--- src/rtl/pwrfail_pkg.sv ---
package pwrfail_pkg;

    localparam int BYTE_W     = 8;
    localparam int NUM_FIELDS = 6;
    localparam int BUS_W      = NUM_FIELDS * BYTE_W;
    localparam int IDX_W      = $clog2(NUM_FIELDS);

    // status bit positions
    localparam int SB_FIRST  = 0;
    localparam int SB_SYSPWR = 1;
    localparam int SB_BATLOW = 2;
    localparam int SB_PFINT  = 3;
    localparam int SB_DONE   = 4;
    localparam int SB_LOCK   = 5;

    typedef enum logic [2:0] {
        PS_RUN,
        PS_SAVE,
        PS_HOLD,
        PS_SETTLE,
        PS_WAITRD
    } pf_state_e;

    typedef struct packed {
        logic             we;
        logic [IDX_W-1:0] addr;
        logic [BYTE_W-1:0] data;
    } save_wr_s;

    typedef struct packed {
        logic detect;     // failure accepted this cycle
        logic save_last;  // final save write this cycle
        logic lock;       // host lockout active
    } seq_evt_s;

    function automatic logic [BYTE_W-1:0] pick_field(
        input logic [BUS_W-1:0] bus,
        input logic [IDX_W-1:0] idx
    );
        return bus[int'(idx)*BYTE_W +: BYTE_W];
    endfunction

endpackage

--- src/rtl/pwrfail_sync.sv ---
module pwrfail_sync #(
    parameter int NSIG   = 3,
    parameter int STAGES = 2
) (
    input  logic            clk,
    input  logic            rst,
    input  logic [NSIG-1:0] async_in,
    output logic [NSIG-1:0] sync_out
);

    for (genvar g = 0; g < NSIG; g++) begin : g_bit
        logic [STAGES-1:0] stg;
        if (STAGES == 1) begin : g_one
            always_ff @(posedge clk) begin
                if (rst) stg <= '0;
                else     stg <= async_in[g];
            end
        end else begin : g_many
            always_ff @(posedge clk) begin
                if (rst) stg <= '0;
                else     stg <= {stg[STAGES-2:0], async_in[g]};
            end
        end
        assign sync_out[g] = stg[STAGES-1];
    end

endmodule

--- src/rtl/pwrfail_filter.sv ---
module pwrfail_filter #(
    parameter int FILT_LEN = 4
) (
    input  logic clk,
    input  logic rst,
    input  logic level,
    output logic accepted
);

    localparam int CNT_W = $clog2(FILT_LEN + 1);
    localparam logic [CNT_W-1:0] CNT_MAX = CNT_W'(FILT_LEN);

    logic [CNT_W-1:0] cnt;

    always_ff @(posedge clk) begin
        if (rst)                 cnt <= '0;
        else if (!level)         cnt <= '0;
        else if (cnt != CNT_MAX) cnt <= cnt + 1'b1;
    end

    assign accepted = (cnt == CNT_MAX);

endmodule

--- src/rtl/pwrfail_seq.sv ---
module pwrfail_seq
    import pwrfail_pkg::*;
#(
    parameter int SETTLE_W = 8
) (
    input  logic                clk,
    input  logic                rst,
    input  logic                accepted,
    input  logic                fail_now,
    input  logic                save_en,
    input  logic [SETTLE_W-1:0] settle_cnt,
    input  logic [BUS_W-1:0]    time_bus,
    input  logic                status_rd,
    output save_wr_s            wr,
    output seq_evt_s            evt
);

    localparam logic [IDX_W-1:0] LAST_IDX = IDX_W'(NUM_FIELDS - 1);

    pf_state_e           st, st_nx;
    logic [IDX_W-1:0]    idx;
    logic [SETTLE_W-1:0] sc;
    logic [BUS_W-1:0]    snap;

    always_ff @(posedge clk) begin
        if (rst) begin
            st   <= PS_RUN;
            idx  <= '0;
            sc   <= '0;
            snap <= '0;
        end else begin
            st <= st_nx;
            if (st == PS_RUN && accepted) snap <= time_bus;
            if (st == PS_SAVE) idx <= idx + 1'b1;
            else               idx <= '0;
            if (st == PS_SETTLE) sc <= sc + 1'b1;
            else                 sc <= '0;
        end
    end

    always_comb begin
        st_nx = st;
        unique case (st)
            PS_RUN:    if (accepted) st_nx = save_en ? PS_SAVE : PS_HOLD;
            PS_SAVE:   if (idx == LAST_IDX) st_nx = PS_HOLD;
            PS_HOLD:   if (!fail_now) st_nx = PS_SETTLE;
            PS_SETTLE: begin
                if (fail_now)               st_nx = PS_HOLD;
                else if (sc == settle_cnt)  st_nx = PS_WAITRD;
            end
            PS_WAITRD: begin
                if (fail_now)       st_nx = PS_HOLD;
                else if (status_rd) st_nx = PS_RUN;
            end
            default:   st_nx = PS_RUN;
        endcase
    end

    always_comb begin
        wr.we   = (st == PS_SAVE);
        wr.addr = idx;
        wr.data = pick_field(snap, idx);
        evt.detect    = (st == PS_RUN) && accepted;
        evt.save_last = (st == PS_SAVE) && (idx == LAST_IDX);
        evt.lock      = (st != PS_RUN);
    end

endmodule

--- src/rtl/pwrfail_status.sv ---
module pwrfail_status
    import pwrfail_pkg::*;
(
    input  logic              clk,
    input  logic              rst,
    input  seq_evt_s          evt,
    input  logic              fail_now,
    input  logic              bat_low_s,
    input  logic              wr_en,
    input  logic [BYTE_W-1:0] wdata,
    output logic [BYTE_W-1:0] rdata,
    output logic              irq
);

    logic first_bat, pend, done;

    always_ff @(posedge clk) begin
        if (rst) begin
            first_bat <= 1'b1;
            pend      <= 1'b0;
            done      <= 1'b0;
        end else begin
            if (wr_en && wdata[SB_FIRST]) first_bat <= 1'b0;

            if (evt.detect)                    pend <= 1'b1;
            else if (wr_en && wdata[SB_PFINT]) pend <= 1'b0;

            if (evt.detect)                   done <= 1'b0;
            else if (evt.save_last)           done <= 1'b1;
            else if (wr_en && wdata[SB_DONE]) done <= 1'b0;
        end
    end

    always_comb begin
        rdata            = '0;
        rdata[SB_FIRST]  = first_bat;
        rdata[SB_SYSPWR] = !fail_now;
        rdata[SB_BATLOW] = bat_low_s;
        rdata[SB_PFINT]  = pend;
        rdata[SB_DONE]   = done;
        rdata[SB_LOCK]   = evt.lock;
    end

    assign irq = pend;

endmodule

--- src/rtl/pwrfail_tsave.sv ---
module pwrfail_tsave
    import pwrfail_pkg::*;
#(
    parameter int FILT_LEN    = 4,
    parameter int SYNC_STAGES = 2,
    parameter int SETTLE_W    = 8
) (
    input  logic                clk,
    input  logic                rst,
    input  logic                pf_in,
    input  logic                bat_over_main,
    input  logic                bat_low,
    input  logic                save_en,
    input  logic [SETTLE_W-1:0] settle_cnt,
    input  logic [BUS_W-1:0]    time_bus,
    output logic                sv_we,
    output logic [IDX_W-1:0]    sv_addr,
    output logic [BYTE_W-1:0]   sv_data,
    output logic                irq_pf,
    input  logic                host_wr_req,
    output logic                host_wr_gnt,
    input  logic                st_rd,
    input  logic                st_wr,
    input  logic [BYTE_W-1:0]   st_wdata,
    output logic [BYTE_W-1:0]   st_rdata
);

    localparam int NMON = 3;

    logic [NMON-1:0] mon_s;
    logic            fail_now;
    logic            accepted;
    save_wr_s        wr;
    seq_evt_s        evt;

    pwrfail_sync #(.NSIG(NMON), .STAGES(SYNC_STAGES)) u_sync (
        .clk      (clk),
        .rst      (rst),
        .async_in ({bat_low, bat_over_main, pf_in}),
        .sync_out (mon_s)
    );

    assign fail_now = mon_s[0] | mon_s[1];

    pwrfail_filter #(.FILT_LEN(FILT_LEN)) u_filt (
        .clk      (clk),
        .rst      (rst),
        .level    (fail_now),
        .accepted (accepted)
    );

    pwrfail_seq #(.SETTLE_W(SETTLE_W)) u_seq (
        .clk        (clk),
        .rst        (rst),
        .accepted   (accepted),
        .fail_now   (fail_now),
        .save_en    (save_en),
        .settle_cnt (settle_cnt),
        .time_bus   (time_bus),
        .status_rd  (st_rd),
        .wr         (wr),
        .evt        (evt)
    );

    pwrfail_status u_stat (
        .clk       (clk),
        .rst       (rst),
        .evt       (evt),
        .fail_now  (fail_now),
        .bat_low_s (mon_s[2]),
        .wr_en     (st_wr),
        .wdata     (st_wdata),
        .rdata     (st_rdata),
        .irq       (irq_pf)
    );

    assign sv_we       = wr.we;
    assign sv_addr     = wr.addr;
    assign sv_data     = wr.data;
    assign host_wr_gnt = host_wr_req & ~evt.lock;

endmodule

--- config.mk ---
export PLATFORM = sky130hd
export DESIGN_NAME = pwrfail_tsave
export DESIGN_NICKNAME = d
export VERILOG_FILES = /design/src/rtl/pwrfail_pkg.sv /design/src/rtl/pwrfail_sync.sv /design/src/rtl/pwrfail_filter.sv /design/src/rtl/pwrfail_seq.sv /design/src/rtl/pwrfail_status.sv /design/src/rtl/pwrfail_tsave.sv
export SDC_FILE = /design/constraint.sdc
export NUM_CORES = 1
export LEC_CHECK = 0
export ABC_AREA = 1
export ABC_CLOCK_PERIOD_IN_PS = 1700
export BUFFER_PORTS_ARGS = -buffer_cell sky130_fd_sc_hd__buf_2
export CAP_MARGIN = 20
export CORE_MARGIN = 3
export CORE_UTILIZATION = 45
export DETAILED_ROUTE_END_ITERATION = 16
export HOLD_SLACK_MARGIN = 0.02
export PLACE_DENSITY = 0.82
export SYNTH_ARGS = -nofsm -noshare
export SYNTH_HDL_FRONTEND = slang
export SYNTH_SLANG_ARGS = --single-unit
export TNS_END_PERCENT = 1
--- constraint.sdc ---
create_clock -name clk -period 1.7 [get_ports clk]
set_clock_uncertainty 0.1 [all_clocks]
set_input_delay 0.255 -clock clk [delete_from_list [all_inputs] [get_ports clk]]
set_output_delay 0.255 -clock clk [all_outputs]
set_load 0.005 [all_outputs]
Word-level counts from Yosys, hierarchy flattened
Cells that the tools add are included.
{ "totals": {"word_cells": 62, "reg_bits": 74, "inputBits": 73} }
{ "classes": {"n_reduce_logical": 15, "n_shift": 1, "n_mux": 13, "n_addsub": 3, "n_bitwise": 6, "eq_ne": 13} }
{ "ops": {"columns": ["operator", "n"], "rows": [
  ["indexed part select 48 x 7 -> 8 bit", 1],
  ["2-to-1 mux 3 bit", 7],
  ["one-hot mux 3 bit (5 select lines)", 1],
  ["equality test 3 bit (second input constant)", 3],
  ["inequality test 3 bit (second input constant)", 3],
  ["adder 8 x 1 -> 8 bit (second input constant)", 1],
  ["equality test 8 bit", 1],
  ["OR reduction 2 bit", 4],
  ["adder 3 x 1 -> 3 bit (second input constant)", 2],
  ["equality test 3 x 2 -> 1 bit (second input constant)", 2],
  ["logical AND 1 bit", 5],
  ["AND reduction 5 bit", 1],
  ["2-to-1 mux 1 bit", 4],
  ["inequality test 2 x 1 -> 1 bit (second input constant)", 2],
  ["NOT 1 bit", 4],
  ["nonzero test 2 bit", 2],
  ["equality test 3 x 1 -> 1 bit (second input constant)", 1],
  ["logical NOT 3 bit", 1],
  ["nonzero test 3 bit", 1],
  ["2-to-1 mux 2 bit", 1],
  ["inequality test 2 bit (second input constant)", 1],
  ["AND 1 bit", 1],
  ["logical NOT 1 bit", 1],
  ["OR 1 bit", 1]
]} }

Depth between registers and ports, before layout
Gate-level depths: netlist of the first run.
{ "logic_depth": {"ltp_word": 4, "ltp_mapped": 10, "ltp_nobuf": 10} }

By module
From an unflattened synthesis of the first run, not the netlist that was laid out.
{ "hier_totals": {"hier_cells": 495, "hier_area_um2": 3465.8} }
{ "by_module_without_submodules": {"columns": ["mod", "area_per_inst_um2", "cells_per_inst", "instances"], "rows": [
  ["pwrfail_seq", 2884.0, 417, 1],
  ["pwrfail_filter", 193.9, 27, 1],
  ["pwrfail_sync", 187.7, 21, 1],
  ["pwrfail_status", 178.9, 25, 1],
  ["pwrfail_tsave", 21.3, 5, 1]
]} }

Worst setup path after synthesis of the first run
Ideal clock, no wire load.
{ "synth_path": {"path_kind": "flip-flop to flip-flop", "startpoint": "register u_seq.idx[1]", "endpoint": "register u_seq.st[1]", "period_less_slack_ns": 1.567, "t_required_ns": 1.485, "t_arrival_ns": 1.352, "path_buffers": 1, "slack_ns": 0.133, "stages_incl_launch_ff": 10, "cell_sequence": "dfxtp_1 > buf_2 > clkinv_1 > ha_1 > nand2_1 > nand2_1 > nand2_1 > nor2_1 > a21oi_1 > nor2_1"} }
{ "synth_via": {"elab_chain_cells": 3} }
{ "synth_lines": {"columns": ["element", "line", "source"], "rows": [
  ["start: declaration", "pwrfail_seq.sv:21", "logic [IDX_W-1:0] idx;"],
  ["start signal: assignment", "pwrfail_seq.sv:34", "if (st == PS_SAVE) idx <= idx + 1'b1;"],
  ["equality test 3 bit", "pwrfail_seq.sv:45", "PS_SAVE: if (idx == LAST_IDX) st_nx = PS_HOLD;"],
  ["inequality test 2 x 1 -> 1 bit (no source line)", null, null],
  ["AND reduction 5 bit (no source line)", null, null],
  ["end signal: assignment", "pwrfail_seq.sv:32", "st <= st_nx;"],
  ["end: declaration", "pwrfail_seq.sv:20", "pf_state_e st, st_nx;"]
]} }
No other way between the ends.
A chain may end at the register's enable or synchronous reset.

Final worst setup path of the first run
{ "layout_path": {"startpoint": "register u_seq.idx[0]", "endpoint": "output port sv_data[1]"} }
{ "layout_via": {"elab_chain_cells": 1} }
{ "layout_lines": {"columns": ["element", "line", "source"], "rows": [
  ["indexed part select 48 x 7 -> 8 bit", "pwrfail_pkg.sv:40", "return bus[int'(idx)*BYTE_W +: BYTE_W];"],
  ["end: declaration", "pwrfail_tsave.sv:18", "output logic [BYTE_W-1:0] sv_data,"]
]} }
No other way between the ends.

==> implementation parameters, run 1 <==
Parameter                              Value

Outcome
  Status    complete, but fails checks
  Failing checks    setup timing

Pwr
  P_sw    between 0.001 and 0.0015 W
  Fraction of power spent switching nets    28.5%
  Internal power of the cells    0.00273 W
  Pwr per Cell Area    889 nW/um^2
  Post-layout power    0.00382 W
  Sequential group share of total power    47.8%
  Part of the total power dissipated in the clock network    a little under a third
  Worst supply voltage drop on vdd    461 uV
  Leakage power    1.86 nW
  Combinational Power Share    21.8%

Yosys
  Post-synthesis cell count    around 480
  Synth top cells by count    nand2_1 (112), a21oi_1 (77), dfxtp_1 (74)
  Library cell with the largest summed area after synthesis    dfxtp_1
  Flip-flop cell with the highest count after synthesis    dfxtp_1
  Seq cells post-synth    74
  Share of synthesized registers carrying an async set or reset    0%
  Cell types occupying the most area after synthesis    dfxtp_1 (44%), nand2_1 (13%), a21oi_1 (12%)
  Combined area of all synthesized cells    3330 sq um
  Average size of a mapped cell    7.02 sq um
  Number of library cell types mapped by synthesis    29
  Most frequent cell after synthesis    nand2_1
  Yosys synthesis warning count    0
  Fraction of post-synthesis cell area in the top cell type by area    between 40% and 50%
  Number of synthesized flops with an enable pin    0
  Sequential fraction of the synthesis area    around 44%

Timing
  Fmax    528 MHz
  Slew of the pin with the lowest slew margin    0.603 ns
  Worst relative slew slack    59.8%
  Setup-violating endpoint count in the final report    8
  Unrepaired setup endpoints after global routing    yes
  Fin crit share    111%
  Final hold viol count    0
  Final setup margin    -0.193 ns
  Number of slew-limit violations in the final report    0
  Final min period    1.89 ns

Drt
  Number of vias after detailed routing    3355
  Post-DR vias/cell    5.05
  Mean routed wirelength per cell    13.2 um
  Violation count after the first detailed-routing iteration    281
  ANT nets after route    0
  Post-route DRC    0
  Post-Route WL    roughly 8800 um
  Router iterations before antenna repair    7

Clock tree
  Maximum buffer depth of the clock tree    2
  Clock tree from TritonCTS    built
  Clock edge transition at the registers on the reported setup and hold paths    0.07 ns
  H-tree levels    3
  CTS Buf Count    9
  Skew-Pair Late Insertion Delay    roughly 0.34 ns
  Clock tree root driver cell    clkbuf_8
  Total number of clock tree sinks    74

Die
  Die Y    around 92 um
  Count of standard-cell rows    30
  Die X    92.1 um
  Core Area    6980 sq um
  Initial Util    47.8%
  Die Area    8480 sq um
  I/O pins    95

Layout
  Post-route cell area    4300 sq um
  Area added between synthesis and finish    28.8%
  Fraction of the core area covered by cells at the end of the flow    between 60% and 70%
  Layout cells sized above 1    27.1%
  Total Nets Final    roughly 640
  Count of filler cells inserted in the layout    618
  Antenna cell count    0
  Cell Count, Final, Fillers Out    664

GRT
  First-pass GRT wire length    13500 um
  Pin count of the biggest net entering global routing    39
  Vias in the first global route    roughly 3100
  Total congestion overflow    0
  Number of antenna violations at the first check in global routing    0
  All-layer global routing usage    20.1%

Worst hold path
  Worst min path class    input pin to flip-flop

Critical path
  Launching element type of the critical path    flip-flop
  Worst endpoint required time    1.34 ns
  Largest fanout on the critical path    12
  Arrival time of the worst setup path    1.54 ns
  Type of the worst setup path    flip-flop to output pin
  Type of element capturing the critical path    output pin

Placement
  RD Place Congestion    0.906
  # placed instances    641
  Count of input and output buffers    87
  DP HPWL    6030 um
  Placement Cell Area    3850 sq um

Run
  Reported max-cap violation count    0
layer usage:
metal  up-vias  track usage (%)  share of wire, %
met5         -                0                 0
met4         0             8.17               2.4
met3        21             4.84               7.4
met2       160             33.2                48
met1      1486             25.1                42
li1       1688                -                 -
what timing repair did:
| item | 4_1_cts | 5_1_grt |
|---|---|---|
| gates resized for setup | 39 | 31 |
| setup buffers | 0 | 1 |
| pin swaps | 3 | 4 |
| endpoints found under the setup margin | 15 | 46 |
| gates cloned | 2 | 1 |
| hold endpoints to repair | 3 | 0 |
| hold buffers | 3 | 0 |
flip-flops by register name, indices dropped and copies added, names as in the netlist:
name / flops
u_seq.sc: 8
u_sync.g_bit.stg: 6
u_filt.cnt: 3
u_seq.snap: 48
u_seq.idx: 3
u_stat.irq: 1
u_stat.first_bat: 1
u_stat.done: 1
u_seq.st: 3
worst max-delay path: stages, from the launching register on:
cell and delay [ns]:
dfxtp_4 0.38, buf_12 0.15, a21oi_1 0.18, o21ai_1 0.12
nand2_1 0.10, nand2_1 0.06, o21ai_1 0.08, buf_2 0.13
stage by stage:
stage / TNS [ns] / setup slack (ns) / hold WS [ns]
6_report: -1.22 / -0.193 / 0.0539
5_1_grt: -1.85 / -0.286 / 0.0568
4_1_cts: -1.20 / -0.163 / 0.0430
3_5_place_dp: -0.00989 / -0.00755 / 0.298
3_3_place_gp: 0 / 0.0497 / 0.293
2_1_floorplan: 0 / 0.133 / 0.262
area by class of cell:
cell class / instances / area (sq um) / area share [%]
multi-input cells: 313 / 1580 / 36.8
flip-flops and latches: 74 / 1490 / 34.7
repair buffers: 106 / 708 / 16.5
inverters: 59 / 234 / 5.45
clock buffers: 13 / 149 / 3.47
well taps: 96 / 120 / 2.80
clock inverters: 3 / 15.0 / 0.350
final timing paths:
| path | start | to | slack, ns | cells after the start |
|---|---|---|---|---|
| setup / recovery | u_seq.idx[0] | sv_data[1] | -0.19 | 7 |
| hold / removal | time_bus[42] | u_seq.snap[42] | 0.05 | 3 |
| setup reg to reg | u_filt.cnt[0] | u_seq.snap[12] | 0.12 | 8 |
| hold reg to reg | u_sync.g_bit[0].stg[0] | u_sync.g_bit[0].stg[1] | 0.31 | 2 |
cell usage in the layout, fill, tap and decap left out, types with 3 or more instances in the layout:
cell type	Yosys	final
clkbuf_1	9	3
buf_2	8	86
inv_1	56	54
nand3_1	6	6
buf_4	8	8
nor3_1	4	4
o21ai_2	0	9
clkbuf_8	0	10
nor2_1	36	36
o21ai_1	0	14
dlygate4sd3_1	0	3
a21oi_2	0	12
ha_1	5	5
buf_12	0	4
a21oi_1	77	63
xnor2_1	5	5
nand2_1	112	111
clkinv_2	0	3
dfxtp_1	74	71
o21ai_0	53	30
cells by family after synthesis:
group                      Yosys count  share of synthesized area [%]
other                                1                          0.112
buffers and inverters               89                           11.4
xor gates and xnor gates             5                           1.31
and+or+nand+nor                    166                           20.1
adders and majority gates            5                           1.88
AOI/OAI and AO/OA                  135                           20.7
DFF                                 74                           44.4
power groups by stage:
| stage | logic, W | registers (W) | clock network [W] |
|---|---|---|---|
| floorplan | 0.000468 | 0.00182 | 0 |
| global placement | 0.000648 | 0.00185 | 0 |
| detailed placement | 0.000666 | 0.00185 | 0 |
| CTS | 0.000758 | 0.00182 | 0.00118 |
| global route | 0.000915 | 0.00183 | 0.00125 |
| finish | 0.000834 | 0.00182 | 0.00116 |
(Power assumes the default switching activity.)
==> inputs of run 2 (changes only) <==
--- a/config.mk
+++ b/config.mk
@@ -9,11 +9,13 @@
 export ABC_CLOCK_PERIOD_IN_PS = 1700
 export BUFFER_PORTS_ARGS = -buffer_cell sky130_fd_sc_hd__buf_2
 export CAP_MARGIN = 20
+export CELL_PAD_IN_SITES_DETAIL_PLACEMENT = 0
+export CELL_PAD_IN_SITES_GLOBAL_PLACEMENT = 1
 export CORE_MARGIN = 3
-export CORE_UTILIZATION = 45
+export CORE_UTILIZATION = 36
 export DETAILED_ROUTE_END_ITERATION = 16
 export HOLD_SLACK_MARGIN = 0.02
-export PLACE_DENSITY = 0.82
+export PLACE_DENSITY = 0.9
 export SYNTH_ARGS = -nofsm -noshare
 export SYNTH_HDL_FRONTEND = slang
 export SYNTH_SLANG_ARGS = --single-unit
==> implementation parameters, run 2 (same netlist as run 1, synthesis figures left out) <==
Parameter                              Value

Layout
  Fraction of the core area covered by cells at the end of the flow    slightly below 50%
  Count of filler cells inserted in the layout    920
  Multi-input combinational cell area    1610 sq um
  Antenna cell count    0
  Post-route cell area    4340 sq um
  Largest register FFs    48
  Most common library cell in the layout ignoring fill and taps    nand2_1
  Seq. cell area    1490 sq um
  Largest register by flop count    u_seq.snap
  Largest registers in the final layout    u_seq.snap: 48 flops, u_seq.sc: 8 flops, u_sync.g_bit.stg: 6 flops
  Layout cells sized above 1    28.0%
  Commonest cells after routing, fill and taps aside    nand2_1 (111), buf_2 (87), dfxtp_1 (71), a21oi_1 (61), inv_1 (55)
  Area added between synthesis and finish    30.1%
  Total Nets Final    ~640

Worst hold path
  Worst min path class    input pin to flip-flop
  End of the worst hold path    u_stat.first_bat
  Hold Path Stages    4
  Startpoint of the most critical hold path    st_wdata[0]

Critical path
  Reg-to-Reg End    u_seq.snap[19]
  Type of the worst setup path    flip-flop to output pin
  Largest incremental delay on the critical path    0.41 ns
  Largest fanout on the critical path    12
  Arrival time of the worst setup path    1.53 ns
  Depth of the most critical reg-to-reg path    8
  Worst endpoint required time    1.34 ns
  Launching element type of the critical path    flip-flop
  Type of element capturing the critical path    output pin
  Launching point of the worst reg2reg path    u_filt.cnt[0]
  Crit path max-delay cell type    dfxtp_4
  Critical path buffer and inverter count    3
  Delay-heaviest family, CP    buffers and inverters
  Minimum setup slack among reg-to-reg paths    0.14 ns
  Crit-path cells    buf_4 -> clkbuf_16 -> nand2_1 -> a31o_2 -> buf_2

Die
  Initial Util    between 30% and 40%
  Count of standard-cell rows    34
  Die Y    102 um
  Die X    102 um
  Die Area    10500 sq um
  I/O pins    95
  Core Area    8850 sq um

Timing
  Fmax    530 MHz
  Setup TNS    -1.09 ns
  Setup-violating endpoint count in the final report    8
  Slew of the pin with the lowest slew margin    0.619 ns
  Number of slew-limit violations in the final report    0
  Final hold viol count    0
  Worst relative slew slack    about three fifths
  Unrepaired setup endpoints after global routing    yes
  Final min period    ~1.9 ns
  Final setup margin    -0.188 ns
  Fin crit share    111%

Placement
  Count of input and output buffers    87
  Placement Cell Area    3880 sq um
  Minimum setup slack after placement    -0.0193 ns
  DP HPWL    6170 um
  RD Place Congestion    0.878

Drt
  Post-Route WL    8720 um
  Number of vias after detailed routing    between 3000 and 4000
  ANT nets after route    0
  Violation count after the first detailed-routing iteration    176
  Post-DR vias/cell    4.82
  Mean routed wirelength per cell    12.9 um
  Router iterations before antenna repair    4
  Post-route DRC    0

Outcome
  Failing checks    setup timing
  Status    complete, but fails checks

Run
  Reported max-cap violation count    0

Pwr
  Leakage power    1.85 nW
  Post-layout power    0.00383 W
  Worst supply voltage drop on vdd    just under 400 uV
  Pwr per Cell Area    883 nW/um^2

Clock tree
  Maximum buffer depth of the clock tree    2
  Total number of clock tree sinks    74
  Clock tree root driver cell    clkbuf_8
  Skew-Pair Late Insertion Delay    0.34 ns
  H-tree levels    3
  Clock tree from TritonCTS    built
  Clock edge transition at the registers on the reported setup and hold paths    0.07 ns
  CTS Buf Count    9

GRT
  Total congestion overflow    0
  Number of antenna violations at the first check in global routing    0
  Pin count of the biggest net entering global routing    34
  All-layer global routing usage    between 10% and 20%
  First-pass GRT wire length    13700 um
  Vias in the first global route    2912
-- run 2: cell types whose count changed in the layout (fill, tap and decap cells not counted), sizes merged --
cell	before	now
bufbuf	1	0
buf	101	104
clkinv	4	1
-- run 2: final cells by class --
class	instances	area share, %
Timing Repair Buffer	108	16.4
Multi-Input combinational cell	313	37.0
Clock buffer	13	3.66
Sequential cell	74	34.3
Inverter	59	5.51
Tap cell	108	3.11
-- run 2: worst max path at each step --
| stage | startpoint | end | slack, ns | depth (start not counted) |
|---|---|---|---|---|
| 3_5_place_dp | u_filt.cnt[0] | u_seq.snap[6] | -0.02 | 8 |
| 6_report | u_seq.idx[0] | sv_data[7] | -0.19 | 5 |
| 4_1_cts | u_seq.idx[0] | sv_data[7] | -0.16 | 5 |
| 3_3_place_gp | u_seq.idx[1] | sv_data[6] | 0.05 | 6 |
| 2_1_floorplan | u_seq.idx[1] | u_seq.st[1] | 0.13 | 9 |
| 5_1_grt | u_seq.idx[0] | sv_data[6] | -0.25 | 7 |
-- run 2: power by group --
| group | total [W] | internal [W] | switching [W] |
|---|---|---|---|
| Clock | 0.00117 | 0.000588 | 0.000586 |
| Sequential | 0.00183 | 0.00177 | 0.0000583 |
| Combinational | 0.000827 | 0.000381 | 0.000446 |
| Total | 0.00383 | 0.00274 | 0.00109 |
-- run 2: worst reg2reg max path, cell delays in order (launching register included) --
cell and delay [ns]:
dfxtp_2 0.36, inv_1 0.06, ha_1 0.21, nand2_2 0.10, inv_1 0.09, nand2_4 0.13
buf_12 0.18, o21ai_0 0.11, a21oi_1 0.16
-- run 2: through the flow --
step	hold WS, ns	std cells
after global placement	0.293	655
after floorplan	0.262	476
after CTS	0.0481	673
after global routing	0.0496	675
final	0.0558	675
after detailed placement	0.294	655
-- run 2: timing repair --
item / in CTS / in global routing
hold buffers: 3 / 0
pin swaps: 5 / 6
gates resized for setup: 45 / 31
endpoints found under the setup margin: 15 / 51
gates cloned: 2 / 1
endpoints found under the hold margin: 3 / 0
buffers inserted: 0 / 1
-- run 2: routing by layer --
| metal | GRT usage [%] | vias to the layer above | part of all wire (%) |
|---|---|---|---|
| li1 | - | 1686 | - |
| met1 | 22.2 | 1453 | 46 |
| met2 | 26.3 | 99 | 47 |
| met3 | 4.23 | 13 | 5.8 |
| met4 | 5.25 | 0 | 1.7 |
| met5 | 0 | - | 0 |
